--- src/rtl/bitband_pkg.sv ---
package bitband_pkg;

  typedef enum logic [1:0] {
    SZ_BYTE = 2'd0,
    SZ_HALF = 2'd1,
    SZ_WORD = 2'd2
  } size_e;

  typedef enum logic [1:0] {
    ST_IDLE,
    ST_READ,
    ST_MODIFY,
    ST_WRITE
  } state_e;

  // Bits of a right-justified unit that carry data for a given size.
  function automatic logic [31:0] unit_mask(size_e sz);
    case (sz)
      SZ_BYTE: unit_mask = 32'h0000_00ff;
      SZ_HALF: unit_mask = 32'h0000_ffff;
      default: unit_mask = 32'hffff_ffff;
    endcase
  endfunction

endpackage

--- src/rtl/bitband_addr_map.sv ---
module bitband_addr_map import bitband_pkg::*; #(
  parameter int              ALIAS_AW = 25,
  parameter int              AW       = 32,
  parameter int              IDX_W    = 5,
  parameter logic [AW-1:0]   TGT_BASE = 32'h2000_0000
) (
  input  logic [ALIAS_AW-1:0] off_i,
  input  size_e               size_i,
  output logic [AW-1:0]       addr_o,
  output logic [IDX_W-1:0]    idx_o
);
  // 4 alias bytes per bit, 8 bits per target byte
  localparam int SHIFT = 5;

  logic [AW-1:0]    raw_addr;
  logic [IDX_W-1:0] raw_idx;
  logic             unused_lsb;

  assign raw_addr   = TGT_BASE | AW'(off_i[ALIAS_AW-1:SHIFT]);
  assign raw_idx    = off_i[IDX_W+1:2];
  assign unused_lsb = ^off_i[1:0];

  always_comb begin
    case (size_i)
      SZ_BYTE: begin
        addr_o = raw_addr;
        idx_o  = raw_idx & IDX_W'(7);
      end
      SZ_HALF: begin
        addr_o = {raw_addr[AW-1:1], 1'b0};
        idx_o  = raw_idx & IDX_W'(15);
      end
      default: begin
        addr_o = {raw_addr[AW-1:2], 2'b00};
        idx_o  = raw_idx;
      end
    endcase
  end

endmodule

--- src/rtl/bitband_bit_ops.sv ---
module bitband_bit_ops #(
  parameter int DW    = 32,
  parameter int IDX_W = $clog2(DW)
) (
  input  logic [DW-1:0]    unit_i,
  input  logic [IDX_W-1:0] idx_i,
  input  logic             val_i,
  output logic             bit_o,
  output logic [DW-1:0]    merged_o
);
  logic [DW-1:0] sel;

  assign sel      = DW'(1) << idx_i;
  assign bit_o    = unit_i[idx_i];
  assign merged_o = val_i ? (unit_i | sel) : (unit_i & ~sel);

endmodule

--- src/rtl/bitband_rmw_ctrl.sv ---
module bitband_rmw_ctrl import bitband_pkg::*; #(
  parameter int AW    = 32,
  parameter int DW    = 32,
  parameter int IDX_W = 5
) (
  input  logic             clk_i,
  input  logic             rst_ni,
  input  logic             s_req_i,
  input  logic             s_we_i,
  input  size_e            size_i,
  input  logic [AW-1:0]    addr_i,
  input  logic [IDX_W-1:0] idx_i,
  input  logic             val_i,
  input  logic             m_ready_i,
  input  logic [DW-1:0]    rd_unit_i,
  input  logic             bit_i,
  input  logic [DW-1:0]    merged_i,
  output state_e           st_o,
  output logic [DW-1:0]    unit_o,
  output logic [IDX_W-1:0] idx_o,
  output logic             val_o,
  output size_e            size_o,
  output logic [AW-1:0]    addr_o,
  output logic             m_req_o,
  output logic             m_we_o,
  output logic             s_ready_o,
  output logic [DW-1:0]    s_rdata_o
);
  state_e           st_q;
  logic             we_q, val_q, ready_q;
  size_e            size_q;
  logic [AW-1:0]    addr_q;
  logic [IDX_W-1:0] idx_q;
  logic [DW-1:0]    unit_q, rdata_q;

  always_ff @(posedge clk_i or negedge rst_ni) begin
    if (!rst_ni) begin
      st_q    <= ST_IDLE;
      we_q    <= 1'b0;
      val_q   <= 1'b0;
      ready_q <= 1'b0;
      size_q  <= SZ_BYTE;
      addr_q  <= '0;
      idx_q   <= '0;
      unit_q  <= '0;
      rdata_q <= '0;
    end else begin
      ready_q <= 1'b0;
      case (st_q)
        ST_IDLE: begin
          // ready_q high: requester has not yet dropped the served request
          if (s_req_i && !ready_q) begin
            we_q   <= s_we_i;
            val_q  <= val_i;
            size_q <= size_i;
            addr_q <= addr_i;
            idx_q  <= idx_i;
            st_q   <= ST_READ;
          end
        end
        ST_READ: begin
          if (m_ready_i) begin
            if (we_q) begin
              unit_q <= rd_unit_i;
              st_q   <= ST_MODIFY;
            end else begin
              rdata_q <= DW'(bit_i);
              ready_q <= 1'b1;
              st_q    <= ST_IDLE;
            end
          end
        end
        ST_MODIFY: begin
          unit_q <= merged_i;
          st_q   <= ST_WRITE;
        end
        ST_WRITE: begin
          if (m_ready_i) begin
            rdata_q <= '0;
            ready_q <= 1'b1;
            st_q    <= ST_IDLE;
          end
        end
        default: st_q <= ST_IDLE;
      endcase
    end
  end

  assign st_o      = st_q;
  assign unit_o    = unit_q;
  assign idx_o     = idx_q;
  assign val_o     = val_q;
  assign size_o    = size_q;
  assign addr_o    = addr_q;
  assign m_req_o   = (st_q == ST_READ) || (st_q == ST_WRITE);
  assign m_we_o    = (st_q == ST_WRITE);
  assign s_ready_o = ready_q;
  assign s_rdata_o = rdata_q;

endmodule

--- src/rtl/bitband_bridge.sv ---
module bitband_bridge import bitband_pkg::*; #(
  parameter int            ALIAS_AW = 25,
  parameter int            AW       = 32,
  parameter int            DW       = 32,
  parameter logic [AW-1:0] TGT_BASE = 32'h2000_0000
) (
  input  logic                clk_i,
  input  logic                rst_ni,
  input  logic                s_req_i,
  input  logic                s_we_i,
  input  logic [1:0]          s_size_i,
  input  logic [ALIAS_AW-1:0] s_off_i,
  input  logic [DW-1:0]       s_wdata_i,
  output logic                s_ready_o,
  output logic [DW-1:0]       s_rdata_o,
  output logic                m_req_o,
  output logic                m_we_o,
  output logic [1:0]          m_size_o,
  output logic [AW-1:0]       m_addr_o,
  output logic [DW-1:0]       m_wdata_o,
  input  logic                m_ready_i,
  input  logic [DW-1:0]       m_rdata_i
);
  localparam int IDX_W = $clog2(DW);

  logic [AW-1:0]    map_addr;
  logic [IDX_W-1:0] map_idx, idx_q;
  state_e           st;
  size_e            size_q;
  logic [DW-1:0]    unit_q, rd_unit, ops_unit, merged;
  logic             ops_bit, val_q;
  logic             unused_wdata;

  assign unused_wdata = ^s_wdata_i[DW-1:1];

  bitband_addr_map #(
    .ALIAS_AW (ALIAS_AW),
    .AW       (AW),
    .IDX_W    (IDX_W),
    .TGT_BASE (TGT_BASE)
  ) i_addr_map (
    .off_i  (s_off_i),
    .size_i (size_e'(s_size_i)),
    .addr_o (map_addr),
    .idx_o  (map_idx)
  );

  assign rd_unit  = m_rdata_i & DW'(unit_mask(size_q));
  // Extract from the live read data; merge from the captured unit.
  assign ops_unit = (st == ST_READ) ? rd_unit : unit_q;

  bitband_bit_ops #(
    .DW    (DW),
    .IDX_W (IDX_W)
  ) i_bit_ops (
    .unit_i   (ops_unit),
    .idx_i    (idx_q),
    .val_i    (val_q),
    .bit_o    (ops_bit),
    .merged_o (merged)
  );

  bitband_rmw_ctrl #(
    .AW    (AW),
    .DW    (DW),
    .IDX_W (IDX_W)
  ) i_ctrl (
    .clk_i     (clk_i),
    .rst_ni    (rst_ni),
    .s_req_i   (s_req_i),
    .s_we_i    (s_we_i),
    .size_i    (size_e'(s_size_i)),
    .addr_i    (map_addr),
    .idx_i     (map_idx),
    .val_i     (s_wdata_i[0]),
    .m_ready_i (m_ready_i),
    .rd_unit_i (rd_unit),
    .bit_i     (ops_bit),
    .merged_i  (merged),
    .st_o      (st),
    .unit_o    (unit_q),
    .idx_o     (idx_q),
    .val_o     (val_q),
    .size_o    (size_q),
    .addr_o    (m_addr_o),
    .m_req_o   (m_req_o),
    .m_we_o    (m_we_o),
    .s_ready_o (s_ready_o),
    .s_rdata_o (s_rdata_o)
  );

  assign m_size_o  = size_q;
  assign m_wdata_o = unit_q;

endmodule

--- config.mk ---
export PLATFORM = sky130hd
export DESIGN_NAME = bitband_bridge
export DESIGN_NICKNAME = d
export VERILOG_FILES = /design/src/rtl/bitband_pkg.sv /design/src/rtl/bitband_addr_map.sv /design/src/rtl/bitband_bit_ops.sv /design/src/rtl/bitband_rmw_ctrl.sv /design/src/rtl/bitband_bridge.sv
export SDC_FILE = /design/constraint.sdc
export NUM_CORES = 1
export LEC_CHECK = 0
export BUFFER_PORTS_ARGS = -buffer_cell sky130_fd_sc_hd__buf_2
export CORE_MARGIN = 3
export CORE_UTILIZATION = 48
export DETAILED_ROUTE_END_ITERATION = 6
export PLACE_DENSITY = 0.9
export SETUP_SLACK_MARGIN = 0.2
export SYNTH_ARGS = -nofsm -noshare
export SYNTH_HDL_FRONTEND = slang
export SYNTH_SLANG_ARGS = --single-unit
--- constraint.sdc ---
create_clock -name clk_i -period 3.1 [get_ports clk_i]
set_clock_uncertainty 0.15 [all_clocks]
set_input_delay 0.155 -clock clk_i [delete_from_list [all_inputs] [get_ports clk_i]]
set_output_delay 0.155 -clock clk_i [all_outputs]
set_load 0.02 [all_outputs]
# Word level (Yosys, flattened, before mapping)
# Index checks and enable logic that the tools add are counted.
[classes]
n_eq_ne = 10
mul = 0
div = 0
magnitude_cmp = 1
n_addsub = 0
mux = 23
n_reduce_logical = 12
shift = 1
bitwise_logic = 4
[ops]
columns = ["op", "n"]
rows = [
  ["32-bit two-way mux", 7],
  ["32-bit case mux with 2 select lines", 3],
  ["32-bit bitwise AND", 2],
  ["32-bit inverter", 1],
  ["32-bit bitwise OR", 1],
  ["1-bit by 5-bit left shift with 32-bit output, first input constant", 1],
  ["5-bit case mux with 2 select lines", 1],
  ["2-bit two-way mux", 4],
  ["2-bit case mux with 4 select lines", 1],
  ["2-bit by 1-bit equality test with 1-bit output, second input constant", 3],
  ["2-bit logical NOT", 3],
  ["5-bit by 6-bit less-than comparator with 1-bit output, second input constant", 1],
  ["2-bit by 1-bit != test with 1-bit output, second input constant", 3],
  ["3-bit AND reduction", 2],
  ["1-bit binary-select mux with 5-bit select", 1],
  ["2-bit equality test, second input constant", 2],
  ["1-bit two-way mux", 4],
  ["2-bit != test, second input constant", 2],
  ["2-bit case mux with 2 select lines", 1],
  ["4-bit AND reduction", 1],
  ["2-bit nonzero test", 2],
  ["1-bit case mux with 2 select lines", 1],
  ["2-bit AND reduction", 1],
  ["1-bit logical AND", 1],
  ["other kinds (2)", 2],
]
[totals]
mem_count = 0
out_inout_bits = 101
ram_bits = 0
word_cells = 60
latchBits = 0
mem_bits_ro = 0
ff_bits = 106

# Longest topological paths before layout
# Gate-level depths: netlist of run 1.
[depth]
depth_word = 9
mapped_depth = 9
mapped_depth_nobuf = 6

# Cells and area by module
# A second synthesis of run 1 with hierarchy kept.
[hier_totals]
cells_unflattened = 458
area_unflattened_um2 = 5616.6
[modules_own_cells]
columns = ["mod", "cells_per_inst", "area_each_um2", "seq_area_each_um2", "instances"]
rows = [
  ["bitband_rmw_ctrl", 242, 3663.5, 1926.8, 1],
  ["bitband_bit_ops", 113, 927.1, 0.0, 1],
  ["bitband_bridge", 64, 738.2, 0.0, 1],
  ["bitband_addr_map", 39, 287.8, 0.0, 1],
]

# Worst setup path before layout of run 1
# Ideal clock, no wire load.
[synth_path]
path_kind = "register to register"
start = "register i_ctrl.size_q[1] (netlist: i_ctrl.size_o[1])"
end = "register i_ctrl.rdata_q[0] (netlist: i_ctrl.s_rdata_o[0])"
stages_incl_launch_ff = 8
n_path_buf = 1
setup_slack_ns = 0.882
arrival_ns = 1.942
required_ns = 2.824
setup_time_ns = 0.126
cell_sequence = "dfrtp_1 -> clkbuf_1 -> and2_1 -> mux2_2 -> mux4_2 -> a21oi_1 -> o2111a_1 -> o41ai_2"
[synth_between]
elab_chain_len = 9
[synth_lines]
columns = ["item", "line_no", "rtl"]
rows = [
  ["start, declared", "bitband_rmw_ctrl.sv:31", "size_e size_q;"],
  ["start signal, assigned", "bitband_rmw_ctrl.sv:55", "size_q <= size_i;"],
  ["2-bit by 1-bit equality test with 1-bit output or 2-bit logical NOT (tied branches)", "bitband_pkg.sv:18", "case (sz)"],
  ["32-bit case mux with 2 select lines *", "bitband_pkg.sv:18", ""],
  ["32-bit bitwise AND *", "bitband_bridge.sv:48", "assign rd_unit = m_rdata_i & DW'(unit_mask(size_q));"],
  ["32-bit two-way mux *", "bitband_bridge.sv:50", "assign ops_unit = (st == ST_READ) ? rd_unit : unit_q;"],
  ["1-bit binary-select mux with 5-bit select *", "bitband_bit_ops.sv:14", "assign bit_o = unit_i[idx_i];"],
  ["1-bit two-way mux (not written as such) *", "bitband_bit_ops.sv:14", ""],
  ["32-bit two-way mux *", "bitband_rmw_ctrl.sv:63", "if (we_q) begin"],
  ["32-bit two-way mux *", "bitband_rmw_ctrl.sv:62", "if (m_ready_i) begin"],
  ["32-bit case mux with 2 select lines *", "bitband_rmw_ctrl.sv:49", "case (st_q)"],
  ["end signal, assigned", "bitband_rmw_ctrl.sv:67", "rdata_q <= DW'(bit_i);"],
  ["end, declared", "bitband_rmw_ctrl.sv:34", "logic [DW-1:0] unit_q, rdata_q;"],
]
# Every way passes the cells marked *; elsewhere a longest branch is shown, timed or not. The select of a mux whose other input is x is not followed.
# A chain may end at the register's enable or synchronous reset.

# Worst setup path in the final report of run 1
# Same ends and word-level chain as after synthesis.

==> results of run 1 <==
## state kept, by name, indices dropped and copies added, names as in the netlist, named ones only
signal and flops:
i_ctrl.we_q 1, i_ctrl.idx_o 5, i_ctrl.addr_o 21, i_ctrl.val_o 1, i_ctrl.s_ready_o 1, i_ctrl.size_o 2, i_ctrl.st_o 1, i_ctrl.s_rdata_o 1
i_ctrl.unit_o 32
## worst max-delay path, stage by stage (launching register included)
cell     delay [ps]
dfrtp_1         670
or2_0           430
and3_1          220
a21oi_1          60
mux4_2          490
and4_1          220
o41ai_2         320
## per-stage QoR
| stage | instances | power (µW) | area [µm²] | worst slack, ps |
|---|---|---|---|---|
| detailed placement | 670 | 5230 | 4910 | 465.4 |
| CTS | 727 | 6036 | 5523 | 463.5 |
| finish | 727 | 6116 | 5523 | 451.4 |
| global route | 727 | 6519 | 5523 | 274.6 |
| floorplan | 512 | 4286 | 4569 | 882.2 |
| global placement | 670 | 5074 | 4910 | 555.9 |
## routing by layer
metal | global-route usage (%) | share of wire (%) | vias to the layer above
li1 | - | - | 1918
met1 | 31.63 | 37 | 2050
met2 | 42.00 | 49 | 301
met3 | 8.396 | 11 | 37
met4 | 9.284 | 2.6 | 0
met5 | 0 | 0 | -
## cell usage in the layout, fill, tap and decap left out, types with 6 or more instances in the layout
cell type	Yosys	routed
and2_1	23	23
mux2i_1	22	22
clkbuf_8	0	10
o21ai_0	30	30
mux2_2	30	30
and3_1	6	6
nand2_1	44	44
conb_1	1	42
mux4_2	10	10
o22ai_1	7	7
a21oi_1	26	26
a31oi_1	20	20
buf_2	8	121
nor2_1	28	28
dlygate4sd3_1	0	41
nand2b_1	6	6
o311ai_0	17	17
o211ai_1	7	7
dfrtp_1	66	66
## power by group
group | total [µW] | internal (µW) | switching (µW)
Combinational | 3540 | 1460 | 2070
Clock | 767 | 395 | 372
Sequential | 1810 | 1300 | 516
Total | 6120 | 3150 | 2960
## layout make-up
| cell class | instances | area (µm²) | area share, % |
|---|---|---|---|
| inverter | 5 | 18.77 | 0.3398 |
| multi-input combinational | 363 | 2421 | 43.84 |
| clock inverter | 6 | 65.06 | 1.178 |
| clock buffer | 10 | 137.6 | 2.492 |
| tap | 108 | 135.1 | 2.447 |
| sequential | 66 | 1652 | 29.90 |
| timing repair buffer | 169 | 1094 | 19.80 |
## cell families (layout without fill, tap and decap cells)
group / Yosys count / count (layout) / synth area share [%]
AO/OA/AOI/OAI: 123 / 123 / 17.91
buffers and inverters: 83 / 190 / 11.36
flip-flops: 66 / 66 / 37.40
multiplexers: 62 / 62 / 17.74
other: 1 / 42 / 0.08493
AND/OR/NAND/NOR: 136 / 136 / 15.50
## final timing paths
| kind | slack [ps] | end | cells after the start |
|---|---|---|---|
| worst max-delay path | 450 | i_ctrl.s_rdata_o[0]$_DFFE_PN0P_ | 6 |
| worst min-delay path | 10 | i_ctrl.unit_o[0]$_DFFE_PN0P_ | 3 |
| worst max register to register | 450 | i_ctrl.s_rdata_o[0]$_DFFE_PN0P_ | 6 |
| worst min register to register | 340 | i_ctrl.addr_o[29]$_DFFE_PN0P_ | 1 |
| max in group asynchronous | 1590 | i_ctrl.unit_o[31]$_DFFE_PN0P_ | 3 |
| min in group asynchronous | 240 | i_ctrl.addr_o[2]$_DFFE_PN0P_ | 2 |
==> impl_metrics.py, run 1 <==
metrics = {
    "die": {
        "start_util_pct": 49.90,
        "core_um2": 8848,
        "rows": 34,
        "die-area_um2": 10390,
        "die-height_um": 101.9,
        "die_x_um": 101.9,
        "ioPinCount": 197,
    },
    "clock_network": {
        "root_buffer": "clkbuf_8",
        "clkTransAtPathRegs_ps": 80,
        "numCtsBuffers": 9,
        "clk_path_buf_depth": 2,
        "cts.sinks": 66,
        "insertion_delay_ps": 360,
        "cts_resized": 0,
        "ctsHoldBuffers": 41,
        "htreeDepth": 3,
        "cts_tree": "yes",
        "post_cts_buffers": 0,
    },
    "timing": {
        "slew_viol_final": 0,
        "period_minus_slack_ps": 2649,
        "tns_ps": 0,
        "fin_hold_ws_ps": 11.44,
        "slew_headroom_pct": 46.18,
        "maxClockFrequency_mhz": 377.6,
        "final_hold_viol_count": 0,
        "setup_viol": 0,
        "rsz0062_at_grt": "false",
        "finalCritPeriodShare_pct": 85.44,
        "worstMarginPinSlew_ps": 807.3,
    },
    "finish": {
        "drive_gt1_share_pct": 30.69,
        "finish.net_count": 710,
        "syn2layout_area_growth_pct": 25.08,
        "antenna_cells": 0,
        "final_util_pct": 62.42,
        "fillers": 744,
    },
    "global_route": {
        "grt_pass1_wl_um": 20810,
        "track_usage_pct": 25.55,
        "grt_pass1_vias": 4106,
        "antenna_found_initial": 0,
        "grt_start_max_net_pins": 65,
        "gr-total-overflow": 0,
    },
    "power_and_ir_drop": {
        "max-vdd-ir-drop_uv": 717.5,
        "powerDensity_nw_per_um2": 1107,
        "leakagePower_uw": 0.002464,
    },
    "drt": {
        "first_pass_iters": 5,
        "drtAntennaViolNets": 0,
        "avgViaCountPerCell": 5.923,
        "routed_wl_um": 13210,
        "drc": 0,
        "routedWlPerCell_um": 18.17,
        "drtIter0Drc": 440,
        "vias": 4306,
    },
    "synth": {
        "synth_enable_flop_cells": 0,
        "yosysTopAreaCell": "dfrtp_1",
        "synth_cells": 471,
        "yosys_register_bits": 66,
        "yosysSeqAreaShare_pct": 37.40,
        "ys_async_sr_fraction_pct": 100.0,
        "synth_warnings": 0,
        "netlist_area_um2": 4415,
        "ys_types": 46,
        "synthTopCellsByArea": "dfrtp_1 37%, mux2_2 7.7%, buf_4 7.5%",
        "syn_area_per_cell_um2": 9.375,
        "synthTopCellsByCount": "66 x dfrtp_1, 44 x buf_4, 44 x nand2_1",
        "synth_top_area_share_pct": 37.40,
        "synth_flop_cell": "dfrtp_1",
        "yosysMostFrequentCell": "dfrtp_1",
    },
    "setup_path": {
        "startpoint": "i_ctrl.size_o[1]$_DFFE_PN0P_",
        "crit_type": "reg -> reg",
        "crit_fanout": 20,
        "cp_data_arrival_time_ps": 2760,
        "rr_startpoint": "i_ctrl.size_o[1]$_DFFE_PN0P_",
        "end_kind": "flip-flop",
        "required_ps": 3210,
        "crit_path_start_kind": "flip-flop",
    },
    "placement": {
        "io_buffers": 121,
        "place_hpwl_um": 8598,
        "gp_congestion": 0.8892,
    },
    "min_path": {
        "hp-class": "in -> reg",
        "hp-start": "m_rdata_i[0]",
    },
    "run_status": {
        "outcome": "completed",
    },
    "run": {
        "max_cap_violations": 0,
    },
}
Power figures use the tool's default switching activity.
==> run 2: changes to the inputs <==
Settings changed: CORE_ASPECT_RATIO from default to 1.1, SLEW_MARGIN from default to 20.
==> impl_metrics.py, run 2 (synthesized netlist as in run 1, its figures left out) <==
metrics = {
    "finish": {
        "syn2layout_area_growth_pct": 23.58,
        "stdcell_area_um2": 5456,
        "final_cells": 732,
        "multi_input_area_um2": 2421,
        "drive_gt1_share_pct": 31.55,
        "fillers": 745,
        "antenna_cells": 0,
        "largest_reg_flops": 32,
        "final_common_cell": "buf_2",
        "finish.net_count": 709,
        "ff_latch_area_um2": 1652,
        "final_cell_mix": "121 x buf_2, 66 x dfrtp_1, 44 x nand2_1",
    },
    "min_path": {
        "hp-class": "in -> reg",
    },
    "run": {
        "max_cap_violations": 0,
    },
    "timing": {
        "maxClockFrequency_mhz": 369.7,
        "setup_viol": 0,
        "slew_headroom_pct": 47.28,
        "worstMarginPinSlew_ps": 790.8,
        "period_minus_slack_ps": 2705,
        "slew_viol_final": 0,
        "rsz0062_at_grt": "false",
        "finalCritPeriodShare_pct": 87.27,
        "final_hold_viol_count": 0,
        "tns_ps": 0,
        "fin_hold_ws_ps": 9.310,
    },
    "setup_path": {
        "reg2regPathDepth": 7,
        "path_depth": 7,
        "crit_chain": "nor2b_4 -> buf_4 -> nand2_1 -> a32o_1 -> a2111oi_0 -> a211oi_1 -> o41ai_2",
        "reg2reg_slack_ps": 390,
        "crit_type": "reg -> reg",
        "worst-path-buf-inv": 1,
        "r2r-end": "i_ctrl.s_rdata_o[0]$_DFFE_PN0P_",
        "crit_path_start_kind": "flip-flop",
        "slowest_delay_ps": 570,
        "cp_top_family": "compound AO/OA/AOI/OAI gates",
        "crit_end": "i_ctrl.s_rdata_o[0]$_DFFE_PN0P_",
        "required_ps": 3190,
        "startpoint": "i_ctrl.st_o[0]$_DFFE_PN0P_",
        "cp_data_arrival_time_ps": 2790,
        "end_kind": "flip-flop",
        "rr_startpoint": "i_ctrl.st_o[0]$_DFFE_PN0P_",
        "slowest_stage": "nor2b_4",
        "crit_fanout": 20,
    },
    "drt": {
        "drtIter0Drc": 606,
        "routedWlPerCell_um": 18.06,
        "vias": 4268,
        "routed_wl_um": 13220,
        "drc": 0,
        "drtAntennaViolNets": 0,
        "avgViaCountPerCell": 5.831,
        "first_pass_iters": 6,
    },
    "die": {
        "die-height_um": 106.6,
        "die_x_um": 97.45,
        "core_um2": 8919,
        "rows": 36,
        "die-area_um2": 10390,
        "start_util_pct": 49.51,
        "ioPinCount": 197,
    },
    "placement": {
        "place_hpwl_um": 8991,
        "gp_congestion": 0.8787,
        "numPlacedInstances": 681,
        "io_buffers": 121,
        "dpl_cell_area_um2": 4930,
    },
    "global_route": {
        "gr-total-overflow": 0,
        "track_usage_pct": 25.11,
        "antenna_found_initial": 0,
        "grt_start_max_net_pins": 39,
        "grt_pass1_vias": 4227,
        "grt_pass1_wl_um": 21270,
    },
    "power_and_ir_drop": {
        "switching_share_pct": 49.25,
        "total_power_uw": 6003,
        "clkPwrFrac_pct": 11.0,
        "leakagePower_uw": 0.002432,
        "max-vdd-ir-drop_uv": 750.0,
        "seqPwrFrac_pct": 30.3,
        "p_int_uw": 3047,
        "switchingPower_uw": 2957,
        "powerDensity_nw_per_um2": 1100,
        "combPwrFrac_pct": 58.7,
    },
    "clock_network": {
        "cts.sinks": 66,
        "clk_path_buf_depth": 2,
        "insertion_delay_ps": 340,
        "cts_tree": "yes",
        "cts_resized": 0,
        "numCtsBuffers": 9,
        "clkTransAtPathRegs_ps": 80,
        "root_buffer": "clkbuf_8",
        "htreeDepth": 3,
    },
    "run_status": {
        "outcome": "completed",
    },
}
-- run 2: cell count changes in the layout (fill, tap and decap cells not counted), sizes merged --
cell,delta
dlygate4sd3,-6
buf,+5
clkinvlp,+3
clkinv,-2
bufinv,-1
clkbuf,-1
inv,+1
-- run 2: worst min path at each step --
stage / slack [ps] / to / from / cells past startpoint
after floorplan: -290 / asynchronous set/reset pin / rst_ni / 0
after global placement: 60 / i_ctrl.addr_o[15]$_DFFE_PN0P_ / rst_ni / 1
after detailed placement: 80 / i_ctrl.addr_o[14]$_DFFE_PN0P_ / rst_ni / 1
after CTS: 6 / i_ctrl.unit_o[5]$_DFFE_PN0P_ / m_rdata_i[5] / 3
after global routing: 20 / i_ctrl.unit_o[6]$_DFFE_PN0P_ / m_rdata_i[6] / 3
final: 9 / i_ctrl.unit_o[1]$_DFFE_PN0P_ / m_rdata_i[1] / 3
-- run 2: final cells by class --
class,instances,share of cell area (%)
repair buffers,168,19.17
clock buffers,9,2.270
well taps,114,2.614
inverters,5,0.3440
flip-flops and latches,66,30.27
multi-input cells,363,44.37
clock inverters,7,0.9631
-- run 2: worst register-to-register path, delay by kind of cell (launching register included) --
kind	cells	cell delay (ps)
buffers and inverters	1	250
AO/OA/AOI/OAI	4	1090
flip-flops	1	480
AND/OR/NAND/NOR	2	630
-- run 2: per-layer routing --
layer / GRT usage, % / vias to the layer above / part of all wire [%] / routed length, µm
li1: - / 1921 / - / -
met1: 29.22 / 2011 / 36 / 4813
met2: 43.39 / 292 / 50 / 6602
met3: 7.417 / 44 / 10 / 1346
met4: 10.29 / 0 / 3.5 / 458
met5: 0 / - / 0 / 0
-- run 2: metrics by stage --
| stage | setup WS [ps] | utilization, % |
|---|---|---|
| floorplan | 882.2 | - |
| global placement | 516.2 | 55.28 |
| detailed placement | 469.5 | 55.28 |
| CTS | 435.1 | 61.18 |
| global route | 256.0 | 61.18 |
| finish | 394.7 | 61.18 |
-- run 2: power by group through the flow --
stage                     registers, µW  logic, µW  clock network (µW)
after floorplan                    2050       2230                   0
after global placement             1770       3300                   0
after detailed placement           1810       3430                   0
after CTS                          1790       3480                 663
after global routing               1890       3800                 710
final                              1820       3530                 658
-- run 2: what timing repair did --
item,in CTS,in global routing
hold buffers,35,0
setup endpoints to repair,0,0
buffers inserted,0,0
hold endpoints to repair,63,0
==> run 3: changes to the inputs <==
Settings changed: CORE_ASPECT_RATIO 1.1 to 0.8.
==> impl_metrics.py, run 3 (synthesized netlist as in run 1, its figures left out) <==
metrics = {
    "drt": {
        "drtIter0Drc": 498,
        "avgViaCountPerCell": 5.788,
        "wl_met2_um": 6273,
        "met1Wirelength_um": 5080,
        "vias": 4196,
        "maxUsedRoutingLayer": "met4",
        "first_pass_iters": 5,
        "routed_wl_um": 12870,
        "wl_met3_um": 1302,
        "routedWlPerCell_um": 17.75,
        "drtAntennaViolNets": 0,
        "drc": 0,
    },
    "clock_network": {
        "cts.sinks": 66,
        "insertion_delay_ps": 330,
        "root_buffer": "clkbuf_16",
        "htreeDepth": 3,
        "ctsHoldBuffers": 33,
        "numCtsBuffers": 9,
        "clk_path_buf_depth": 2,
        "cts_resized": 0,
        "post_cts_buffers": 0,
        "clkTransAtPathRegs_ps": 60,
        "cts_tree": "yes",
    },
    "global_route": {
        "gr-total-overflow": 0,
        "grt_pass1_vias": 4106,
        "track_usage_pct": 24.88,
        "antenna_found_initial": 0,
        "grt_start_max_net_pins": 39,
        "grt_pass1_wl_um": 20790,
    },
    "finish": {
        "finish.net_count": 704,
        "largest_reg_flops": 32,
        "final_cells": 725,
        "fillers": 709,
        "drive_gt1_share_pct": 31.21,
        "final_util_pct": 63.58,
        "syn2layout_area_growth_pct": 25.39,
        "final_common_cell": "buf_2",
        "ff_latch_area_um2": 1652,
        "final_cell_mix": "121 x buf_2, 66 x dfrtp_1, 43 x nand2_1",
        "multi_input_area_um2": 2424,
    },
    "setup_path": {
        "required_ps": 3170,
        "crit_type": "reg -> reg",
        "startpoint": "i_ctrl.st_o[0]$_DFFE_PN0P_",
        "crit_path_start_kind": "flip-flop",
        "crit_fanout": 38,
        "rr_startpoint": "i_ctrl.st_o[0]$_DFFE_PN0P_",
        "cp_data_arrival_time_ps": 2620,
        "end_kind": "flip-flop",
    },
    "power_and_ir_drop": {
        "max-vdd-ir-drop_uv": 642.8,
        "leakagePower_uw": 0.002482,
        "powerDensity_nw_per_um2": 1134,
    },
    "timing": {
        "setup_viol": 0,
        "maxClockFrequency_mhz": 391.1,
        "finalCritPeriodShare_pct": 82.48,
        "slew_viol_final": 0,
        "tns_ps": 0,
        "final_hold_viol_count": 0,
        "period_minus_slack_ps": 2557,
        "rsz0062_at_grt": "false",
        "slew_headroom_pct": 42.69,
        "worstMarginPinSlew_ps": 859.6,
    },
    "placement": {
        "gp_congestion": 0.8892,
        "io_buffers": 121,
        "place_hpwl_um": 8809,
        "numPlacedInstances": 676,
    },
    "run_status": {
        "outcome": "completed",
    },
    "die": {
        "die-area_um2": 10390,
        "rows": 30,
        "core_um2": 8708,
        "start_util_pct": 50.70,
        "ioPinCount": 197,
        "die_x_um": 113.2,
        "die-height_um": 91.79,
    },
    "min_path": {
        "hp-start": "m_rdata_i[3]",
        "hp-class": "in -> reg",
    },
    "run": {
        "max_cap_violations": 0,
    },
}
## run 3: path summary, 6_finish.rpt
path / endpoint / slack [ps] / cells after the start
max: i_ctrl.s_rdata_o[0]$_DFFE_PN0P_ / 540 / 7
min: i_ctrl.unit_o[3]$_DFFE_PN0P_ / 30 / 3
min in group asynchronous: i_ctrl.unit_o[11]$_DFFE_PN0P_ / 280 / 2
min reg2reg: i_ctrl.addr_o[12]$_DFFE_PN0P_ / 350 / 1
max reg2reg: i_ctrl.s_rdata_o[0]$_DFFE_PN0P_ / 540 / 7
max in group asynchronous: i_ctrl.unit_o[16]$_DFFE_PN0P_ / 1840 / 3
## run 3: layout make-up
| type | instances | area share [%] |
|---|---|---|
| Clock inverter | 3 | 0.2712 |
| Inverter | 5 | 0.3390 |
| Tap cell | 112 | 2.531 |
| Sequential cell | 66 | 29.83 |
| Timing Repair Buffer | 163 | 18.58 |
| Antenna cell | 1 | 0.04520 |
| Multi-Input combinational cell | 363 | 43.77 |
| Clock buffer | 12 | 4.633 |
## run 3: power by group
group / switching, µW / total, µW / internal, µW
Clock: 357 / 933 / 576
Sequential: 516 / 1820 / 1300
Combinational: 2070 / 3530 / 1460
Total: 2950 / 6280 / 3330
## run 3: per-layer routing
| metal | GRT usage, % | up-vias |
|---|---|---|
| li1 | - | 1905 |
| met1 | 32.65 | 2031 |
| met2 | 39.84 | 239 |
| met3 | 7.322 | 21 |
| met4 | 7.508 | 0 |
| met5 | 0 | - |
## run 3: through the flow
step                hold WS [ps]  setup slack (ps)  cell area, µm²  total power (µW)
floorplan                 -290.6             882.2            4569              4286
global placement           101.4             616.2            4932              5106
detailed placement         117.7             591.3            4932              5259
finish                     29.07             543.2            5537              6279
global route               40.24             432.9            5534              6716
CTS                        12.91             571.1            5534              6251
## run 3: critical path: stages, from the launching register on
cell      delay, ps
dfrtp_1         480
nor2b_4         210
buf_12          230
mux2_2          390
mux4_2          470
a21oi_1         200
o2111a_1        220
o41ai_2          60
